<file path="config.mk">
export PLATFORM = sky130hd
export DESIGN_NAME = mask_reg_writer
export DESIGN_NICKNAME = d
export VERILOG_FILES = /design/src/rtl/msrw_pkg.sv /design/src/rtl/msrw_check.sv /design/src/rtl/msrw_merge.sv /design/src/rtl/msrw_seq.sv /design/src/rtl/mask_reg_writer.sv
export SDC_FILE = /design/constraint.sdc
export NUM_CORES = 1
export LEC_CHECK = 0
export CAP_MARGIN = 20
export CORE_MARGIN = 2
export CORE_UTILIZATION = 43
export DETAILED_ROUTE_END_ITERATION = 8
export GPL_ROUTABILITY_DRIVEN = 1
export GPL_TIMING_DRIVEN = 0
export PLACE_DENSITY = 0.85
export SLEW_MARGIN = 10
export SYNTH_ARGS = -nofsm -noshare
export SYNTH_HDL_FRONTEND = slang
export SYNTH_SLANG_ARGS = --single-unit
</file>
<file path="constraint.sdc">
create_clock -name clk -period 2.9 [get_ports clk]
set_clock_uncertainty 0.15 [all_clocks]
set_input_delay 0.435 -clock clk [delete_from_list [all_inputs] [get_ports clk]]
set_output_delay 0.435 -clock clk [all_outputs]
set_load 0.02 [all_outputs]
</file>
<file path="src/rtl/msrw_pkg.sv">
package msrw_pkg;

    typedef enum logic [2:0] {
        ST_IDLE,
        ST_RREG,
        ST_RDAT,
        ST_RMSK,
        ST_WRITE
    } msrw_state_e;

    typedef enum logic [1:0] {
        RES_OK     = 2'd0,
        RES_ALIGN  = 2'd1,
        RES_LENGTH = 2'd2,
        RES_RANGE  = 2'd3
    } msrw_result_e;

    typedef struct packed {
        logic [31:0] offset;
        logic [31:0] len;
        logic [31:0] data_addr;
        logic [31:0] mask_addr;
    } msrw_req_t;

    typedef struct packed {
        logic [31:0] old_val;
        logic [31:0] data;
        logic [31:0] mask;
    } msrw_word_t;

    function automatic logic [31:0] merge_word(input msrw_word_t w);
        return (w.old_val & ~w.mask) | (w.data & w.mask);
    endfunction

    function automatic logic word_misaligned(input logic [31:0] v);
        return v[1:0] != 2'b00;
    endfunction

endpackage

</file>
<file path="src/rtl/msrw_check.sv">
module msrw_check
    import msrw_pkg::*;
#(
    parameter int unsigned MAX_LEN      = 128,
    parameter logic [31:0] OFFSET_LIMIT = 32'h0042_0000
) (
    input  msrw_req_t    req,
    output msrw_result_e verdict,
    output logic         empty
);
    logic bad_align;
    logic bad_len;
    logic bad_range;

    always_comb begin
        bad_align = word_misaligned(req.offset) || word_misaligned(req.len) ||
                    word_misaligned(req.data_addr) || word_misaligned(req.mask_addr);
        bad_len   = req.len > 32'(MAX_LEN);
        bad_range = req.offset >= OFFSET_LIMIT;
        if (bad_align)      verdict = RES_ALIGN;
        else if (bad_len)   verdict = RES_LENGTH;
        else if (bad_range) verdict = RES_RANGE;
        else                verdict = RES_OK;
        empty = req.len == 32'd0;
    end
endmodule

</file>
<file path="src/rtl/msrw_merge.sv">
module msrw_merge
    import msrw_pkg::*;
(
    input  msrw_word_t  word,
    output logic [31:0] merged
);
    always_comb merged = merge_word(word);
endmodule

</file>
<file path="src/rtl/msrw_seq.sv">
module msrw_seq
    import msrw_pkg::*;
#(
    parameter int unsigned MAX_LEN  = 128,
    parameter logic [31:0] REG_BASE = 32'h1EB0_0000
) (
    input  logic         clk,
    input  logic         rst,
    input  logic         start,
    input  msrw_req_t    req,
    input  msrw_result_e verdict,
    input  logic         empty,
    output logic         busy,
    output logic         done,
    output msrw_result_e result,
    output logic         mem_rd,
    output logic [31:0]  mem_addr,
    input  logic         mem_rvalid,
    input  logic [31:0]  mem_rdata,
    output logic         reg_rd,
    output logic         reg_we,
    output logic [31:0]  reg_addr,
    input  logic         reg_rvalid,
    input  logic [31:0]  reg_rdata,
    output msrw_word_t   word
);
    localparam int unsigned MAX_WORDS = MAX_LEN / 4;
    localparam int unsigned CNT_W     = $clog2(MAX_WORDS + 1);

    msrw_state_e      state;
    logic [31:0]      reg_ptr;
    logic [31:0]      data_ptr;
    logic [31:0]      mask_ptr;
    logic [CNT_W-1:0] left;

    always_ff @(posedge clk) begin
        if (rst) begin
            state    <= ST_IDLE;
            done     <= 1'b0;
            result   <= RES_OK;
            reg_ptr  <= '0;
            data_ptr <= '0;
            mask_ptr <= '0;
            left     <= '0;
            word     <= '0;
        end else begin
            done <= 1'b0;
            case (state)
                ST_IDLE: begin
                    if (start) begin
                        if (verdict != RES_OK) begin
                            done   <= 1'b1;
                            result <= verdict;
                        end else if (empty) begin
                            done   <= 1'b1;
                            result <= RES_OK;
                        end else begin
                            reg_ptr  <= REG_BASE + req.offset;
                            data_ptr <= req.data_addr;
                            mask_ptr <= req.mask_addr;
                            left     <= req.len[CNT_W+1:2];
                            state    <= ST_RREG;
                        end
                    end
                end
                ST_RREG: begin
                    if (reg_rvalid) begin
                        word.old_val <= reg_rdata;
                        state        <= ST_RDAT;
                    end
                end
                ST_RDAT: begin
                    if (mem_rvalid) begin
                        word.data <= mem_rdata;
                        state     <= ST_RMSK;
                    end
                end
                ST_RMSK: begin
                    if (mem_rvalid) begin
                        word.mask <= mem_rdata;
                        state     <= ST_WRITE;
                    end
                end
                ST_WRITE: begin
                    left     <= left - 1'b1;
                    reg_ptr  <= reg_ptr + 32'd4;
                    data_ptr <= data_ptr + 32'd4;
                    mask_ptr <= mask_ptr + 32'd4;
                    if (left == CNT_W'(1)) begin
                        state  <= ST_IDLE;
                        done   <= 1'b1;
                        result <= RES_OK;
                    end else begin
                        state <= ST_RREG;
                    end
                end
                default: state <= ST_IDLE;
            endcase
        end
    end

    always_comb begin
        busy     = state != ST_IDLE;
        reg_rd   = state == ST_RREG;
        reg_we   = state == ST_WRITE;
        mem_rd   = (state == ST_RDAT) || (state == ST_RMSK);
        mem_addr = (state == ST_RMSK) ? mask_ptr : data_ptr;
        reg_addr = reg_ptr;
    end
endmodule

</file>
<file path="src/rtl/mask_reg_writer.sv">
module mask_reg_writer
    import msrw_pkg::*;
#(
    parameter int unsigned MAX_LEN      = 128,
    parameter logic [31:0] OFFSET_LIMIT = 32'h0042_0000,
    parameter logic [31:0] REG_BASE     = 32'h1EB0_0000
) (
    input  logic        clk,
    input  logic        rst,
    input  logic        start,
    input  logic [31:0] req_offset,
    input  logic [31:0] req_len,
    input  logic [31:0] req_data_addr,
    input  logic [31:0] req_mask_addr,
    output logic        busy,
    output logic        done,
    output logic [1:0]  result,
    output logic        mem_rd,
    output logic [31:0] mem_addr,
    input  logic        mem_rvalid,
    input  logic [31:0] mem_rdata,
    output logic        reg_rd,
    output logic        reg_we,
    output logic [31:0] reg_addr,
    output logic [31:0] reg_wdata,
    input  logic        reg_rvalid,
    input  logic [31:0] reg_rdata
);
    msrw_req_t    req;
    msrw_result_e verdict;
    msrw_result_e res_q;
    logic         empty;
    msrw_word_t   word;

    assign req = '{offset: req_offset, len: req_len,
                   data_addr: req_data_addr, mask_addr: req_mask_addr};

    msrw_check #(.MAX_LEN(MAX_LEN), .OFFSET_LIMIT(OFFSET_LIMIT)) u_check (
        .req(req), .verdict(verdict), .empty(empty)
    );

    msrw_seq #(.MAX_LEN(MAX_LEN), .REG_BASE(REG_BASE)) u_seq (
        .clk(clk), .rst(rst), .start(start), .req(req),
        .verdict(verdict), .empty(empty),
        .busy(busy), .done(done), .result(res_q),
        .mem_rd(mem_rd), .mem_addr(mem_addr),
        .mem_rvalid(mem_rvalid), .mem_rdata(mem_rdata),
        .reg_rd(reg_rd), .reg_we(reg_we), .reg_addr(reg_addr),
        .reg_rvalid(reg_rvalid), .reg_rdata(reg_rdata),
        .word(word)
    );

    msrw_merge u_merge (.word(word), .merged(reg_wdata));

    assign result = res_q;
endmodule

</file>
==> qor.yml, run 1 <==
clock-sinks: 204
power.leakage_nw: 5.244
pre_cts_slack_ns: -1.010
syn_to_final_growth_pct: 44.36
ys.flop_type: "dfxtp_1"
async_flop_share_pct: 0
rows: 56
seq_power_share_pct: 46.6
switching_power_w: 0.001365
netlist_area_mm2: 0.01012
path_class: "in2reg"
status: "finished clean"
gp_congestion: 0.9655
start_util_pct: 43.51
yosys.area.top_type: "dfxtp_1"
ys_ff_latch: 204
crit_required_ns: 3.11
die_area_mm2: 0.02478
grt_use_met1_pct: 38.36
top_usage_layer: "met2"
num_vias: 11800
yosysWarnings: 0
dr.pass1.iters: 6
nNetsFinal: 1830
final_util_pct: 62.81
maxSlewViolCount: 0
postRouteAntennaNets: 0
ios: 300
grt_pass1_wl_um: 61280
cts_tree: "done"
hp-start: "req_len[2]"
arrival_ns: 3.09
die_height_um: 157.4
ir_worst_vdd_mv: 0.4471
total_power_w: 0.006045
critPathMaxFanout: 7
combPwrFrac_pct: 7.8
dp_hpwl_um: 29190
synth_edf_count: 0
finalSetupViolCount: 0
p_sw_share_pct: 22.58
setup_tns_ns: 0
syn_avg_cell_area_um2: 7.864
p_clk_share_pct: 45.6
drt_iter0_markers: 1448
synth_top_cells_by_count: "nand2_1, dfxtp_1, a21oi_1, nor2_1, clkbuf_1"
numCtsBuffers: 23
tightest_slew_ns: 0.8679
grt_use_total_pct: 31.65
io_buffers: 299
first_global_vias: 11470
crit_path_end_kind: "flop"
via_per_inst: 6.011
fin_crit_ns: 2.876
drt_wl_total_um: 40720
path_clk_slew_ns: 0.06
layout-drive-gt1-share_pct: 11.15
htreeDepth: 1
met2_usage_pct: 50.03
drc_errors: 0
grt.overflow.total: 0
intPower_w: 0.004680
fmax_mhz: 347.7
post_drt_wl_per_cell_um: 20.74
crit_path_start: "req_offset[23]"
setup_ws_ns: 0.02373
coreArea_mm2: 0.02326
reg2reg_from: "u_seq.reg_addr[16]"
die_w_um: 157.4
syn-num-nets: 1491
rsz0062_at_grt: "no"
fin_crit_sh_pct: 99.18
cts_hold_buf: 0
cap_violations: 0
hold_class: "in2reg"
clk_latency_ns: 0.51
startpoint_type: "input pin"
powerDensity_mw_per_mm2: 413.8
slew_headroom_pct: 41.61
ys_seq_area_share_pct: 40.35
antenna_found_initial: 4
synth_area_leaders: "dfxtp_1, nand2_1, a21oi_1, mux2_2, nand3_1"
num-fill-cells: 2037
met3_usage_pct: 8.425
yosysTopAreaCellShare_pct: 40.35
clock_path_buffers: 3
cts_root_buf: "clkbuf_16"
syn-instance-count: 1287
grt_start_max_net_pins: 13
yosysMostFrequentCell: "nand2_1"
hold_viol: 0
ys_types: 67
-- what timing repair did --
action                     in CTS  in global routing
gates cloned                    3                  0
gates resized for setup       100                 22
buffers inserted               16                  1
setup endpoints to repair     139                106
pin swaps                      11                  6
-- stage by stage --
| step | hold slack (ns) | instances | instance area, um2 |
|---|---|---|---|
| floorplan | 0.2829 | 1287 | 10120 |
| global placement | 0.2892 | 1905 | 13510 |
| detailed placement | 0.2946 | 1905 | 13510 |
| CTS | 0.2445 | 1960 | 14540 |
| global route | 0.2696 | 1963 | 14610 |
| finish | 0.2709 | 1963 | 14610 |
-- area by class of cell --
class	count	area, um2	area share (%)
Antenna cell	3	7.507	0.05138
Multi-Input combinational cell	973	5767	39.47
Buffer	76	414.1	2.835
Inverter	30	113.9	0.7793
Tap cell	319	399.1	2.732
Clock buffer	37	678.2	4.642
Timing Repair Buffer	318	3123	21.38
Clock inverter	3	21.27	0.1456
Sequential cell	204	4086	27.97
-- flip-flops by register name (all words and copies together) (netlist names) --
name	cells
u_seq.data_ptr	32
u_seq.done	1
u_seq.left	6
u_seq.mask_ptr	32
u_seq.reg_addr	32
u_seq.result	2
u_seq.state	3
u_seq.word	96
-- power groups by stage --
stage,combinational (W),clock (W),sequential (W)
after floorplan,0.0000958,0,0.00288
after global placement,0.000450,0,0.00288
after detailed placement,0.000451,0,0.00288
after CTS,0.000460,0.00277,0.00282
after global routing,0.000489,0.00287,0.00282
final,0.000469,0.00276,0.00282
-- cell families (layout without fill, tap and decap cells) --
group           after synthesis  count (layout)  synth area share, %
flops                       204             204                40.35
simple gates                550             551                25.23
buf+inv                     111             464                4.265
xor+xnor                     13              13                1.125
fa+ha+maj                     7               7               0.8653
other cells                   0               3                    0
mux                          68              68                7.479
compound gates              334             334                20.68
-- metal layers --
layer	wire length, um	part of all wire (%)	vias up
met2	18060	44	830
met4	2735	6.7	2
met5	13	0.032	-
met1	15070	37	5428
met3	4830	12	218
li1	-	-	5321
-- cells in the final DEF (no fill, tap or decap), types with 24 or more instances in the layout --
cell	instances
dlygate4sd2_1	31
nand3_1	50
clkbuf_16	24
clkbuf_1	57
clkdlybuf4s50_1	264
mux2_2	61
nand2_1	265
inv_1	27
dfxtp_1	202
nor2_1	68
nor3_1	50
a21oi_1	183
o21ai_0	28
-- worst max-delay path: stages --
cell and delay, ns:
dlygate4sd2_1 0.29, or4_4 0.54, a2111oi_4 0.35, o311ai_4 0.21, buf_6 0.18, or4_4 0.60
buf_6 0.17, clkbuf_16 0.16, nand3_1 0.08, a21oi_1 0.07
-- path summary, 6_finish.rpt --
check / endpoint / slack, ns / depth (start not counted)
max: u_seq.data_ptr[9] / 0.02 / 10
min: u_seq.left[0] / 0.27 / 3
max reg2reg: u_seq.reg_addr[31] / 0.14 / 6
min reg2reg: u_seq.word[89] / 0.30 / 2
Power figures use the tool's default switching activity.
==> run 2, diff against run 1 <==
CORE_ASPECT_RATIO = 0.8   (was default)
==> run 2 against run 1 <==
Net effect:
- combinational power is essentially flat
- hold slack gained 0.031 ns
- non-clock buffer count shrank 3
- worst setup slack gained 0.027 ns
- critical path type unchanged
- largest cell class unchanged
==> qor.yml, run 2 (synthesis results as in run 1) <==
slew_headroom_pct: 33.05
final_util_pct: 62.39
drt_iter0_markers: 1344
worstSetupPathDepth: 5
finalSetupViolCount: 0
final_area_mm2: 0.01452
reg2reg_from: "u_seq.reg_addr[17]"
grt_start_max_net_pins: 14
cts_tree: "done"
hold_viol: 0
combPwrFrac_pct: 8.1
crit_path_start: "rst"
hold_class: "reg2reg"
postRouteAntennaNets: 0
dp_hpwl_um: 30750
die_w_um: 175.5
path_clk_slew_ns: 0.06
crit_required_ns: 3.08
dr.pass1.iters: 8
cp_num_buf_inv: 4
ir_worst_vdd_mv: 0.3110
fin_crit_sh_pct: 98.25
cap_violations: 0
final_common_cell: "nand2_1"
htreeDepth: 1
die_area_mm2: 0.02479
drt_wl_total_um: 42080
layout-drive-gt1-share_pct: 10.98
setup_tns_ns: 0
power.leakage_nw: 5.283
rows: 50
grt.overflow.total: 0
syn_to_final_growth_pct: 43.45
status: "finished clean"
clock-sinks: 204
nNetsFinal: 1824
antennaDiodeCount: 0
coreArea_mm2: 0.02327
antenna_found_initial: 0
startpoint_type: "input pin"
drc_errors: 0
top_register: "u_seq.word"
cts_hold_buf: 0
hold-path-cell-count: 2
rr_worst_depth: 6
hp-start: "u_seq.word[61]"
via_per_inst: 6.088
p_sw_share_pct: 22.87
largest_register_ffs: 96
final_cell_mix: "nand2_1, clkdlybuf4s50_1, dfxtp_1"
r2r-end: "u_seq.reg_addr[31]"
total_power_w: 0.005818
grt_use_total_pct: 31.96
dp.cells: 1898
critPathMaxFanout: 10
ios: 300
io_buffers: 299
die_height_um: 141.2
seq_power_share_pct: 48.4
p_clk_share_pct: 43.5
cp_slowest_cell: "clkbuf_1"
num_vias: 11820
path_common_cell: "buf_1"
clk_latency_ns: 0.50
grt_pass1_wl_um: 61620
clock_path_buffers: 3
critPathMaxStageDelay_ns: 0.76
switching_power_w: 0.001331
path_class: "in2reg"
crit_chain: "clkdlybuf4s50_1, buf_1, buf_1, clkbuf_1, a31oi_1"
crit_path_end_kind: "flop"
critPathCapture: "u_seq.reg_addr[2]"
powerDensity_mw_per_mm2: 400.7
first_global_vias: 11080
numCtsBuffers: 21
fin_crit_ns: 2.849
cpLargestDelayFamily: "buffers and inverters"
arrival_ns: 3.03
post_drt_wl_per_cell_um: 21.67
place_area_mm2: 0.01350
start_util_pct: 43.49
maxSlewViolCount: 0
reg2reg_setup_slack_ns: 0.18
final_cells: 1942
cts_root_buf: "clkbuf_16"
fmax_mhz: 351.0
gp_congestion: 1.022
rsz0062_at_grt: "no"
intPower_w: 0.004487
tightest_slew_ns: 0.9951
[run 2: changes by cell type in the layout (fill, tap and decap cells not counted), moves of 4 or more]
| cell | previous run | this run |
|---|---|---|
| clkdlybuf4s50_1 | 264 | 258 |
| dlymetal6s2s_1 | 3 | 8 |
| nor4_1 | 17 | 12 |
| clkbuf_2 | 7 | 3 |
| nor4_2 | 2 | 6 |
[run 2: layout make-up]
type | count | area (um2)
repair buffers | 316 | 3166
inverters | 30 | 115.1
plain buffers | 75 | 400.4
clock inverters | 3 | 15.01
flip-flops and latches | 204 | 4086
well taps | 312 | 390.4
clock buffers | 30 | 589.3
multi-input cells | 972 | 5757
fillers | 2009 | 8753
[run 2: what timing repair did]
item	in CTS	in global routing
resized for setup	93	44
cloned	0	1
endpoints found under the setup margin	139	109
pin swaps	9	9
buffers inserted	12	4
[run 2: how the worst min path moves through the flow]
stage / end
2_1_floorplan: u_seq.word[32]
3_3_place_gp: u_seq.word[33]
3_5_place_dp: u_seq.word[61]
4_1_cts: u_seq.left[4]
5_1_grt: u_seq.left[4]
6_report: u_seq.word[61]
[run 2: per-layer routing]
layer | up-vias | share of wire [%] | global-route usage [%]
met5 | - | 0 | 0
met4 | 0 | 4.9 | 14.18
met3 | 157 | 13 | 9.196
met2 | 832 | 43 | 47.72
met1 | 5530 | 40 | 42.94
li1 | 5303 | - | -
[run 2: power groups by stage]
stage,clock (W),sequential [W],combinational [W]
finish,0.00253,0.00282,0.000472
global route,0.00263,0.00281,0.000493
CTS,0.00253,0.00282,0.000459
detailed placement,0,0.00288,0.000453
global placement,0,0.00288,0.000450
floorplan,0,0.00288,0.0000958
[run 2: worst reg2reg max path, stage by stage, from the launching register on]
cell and delay, ns:
dfxtp_1 0.45, nand4_1 0.22, or4_1 0.57, nor4_2 0.65, nand3_1 0.14, or3_1 0.33
a21oi_1 0.14
[run 2: through the flow]
stage	hold WS (ns)	setup slack (ns)
finish	0.3016	0.05064
global route	0.3119	0.0002618
CTS	0.2838	-0.1059
detailed placement	0.2966	-1.134
global placement	0.2892	-1.065
floorplan	0.2829	0.06387
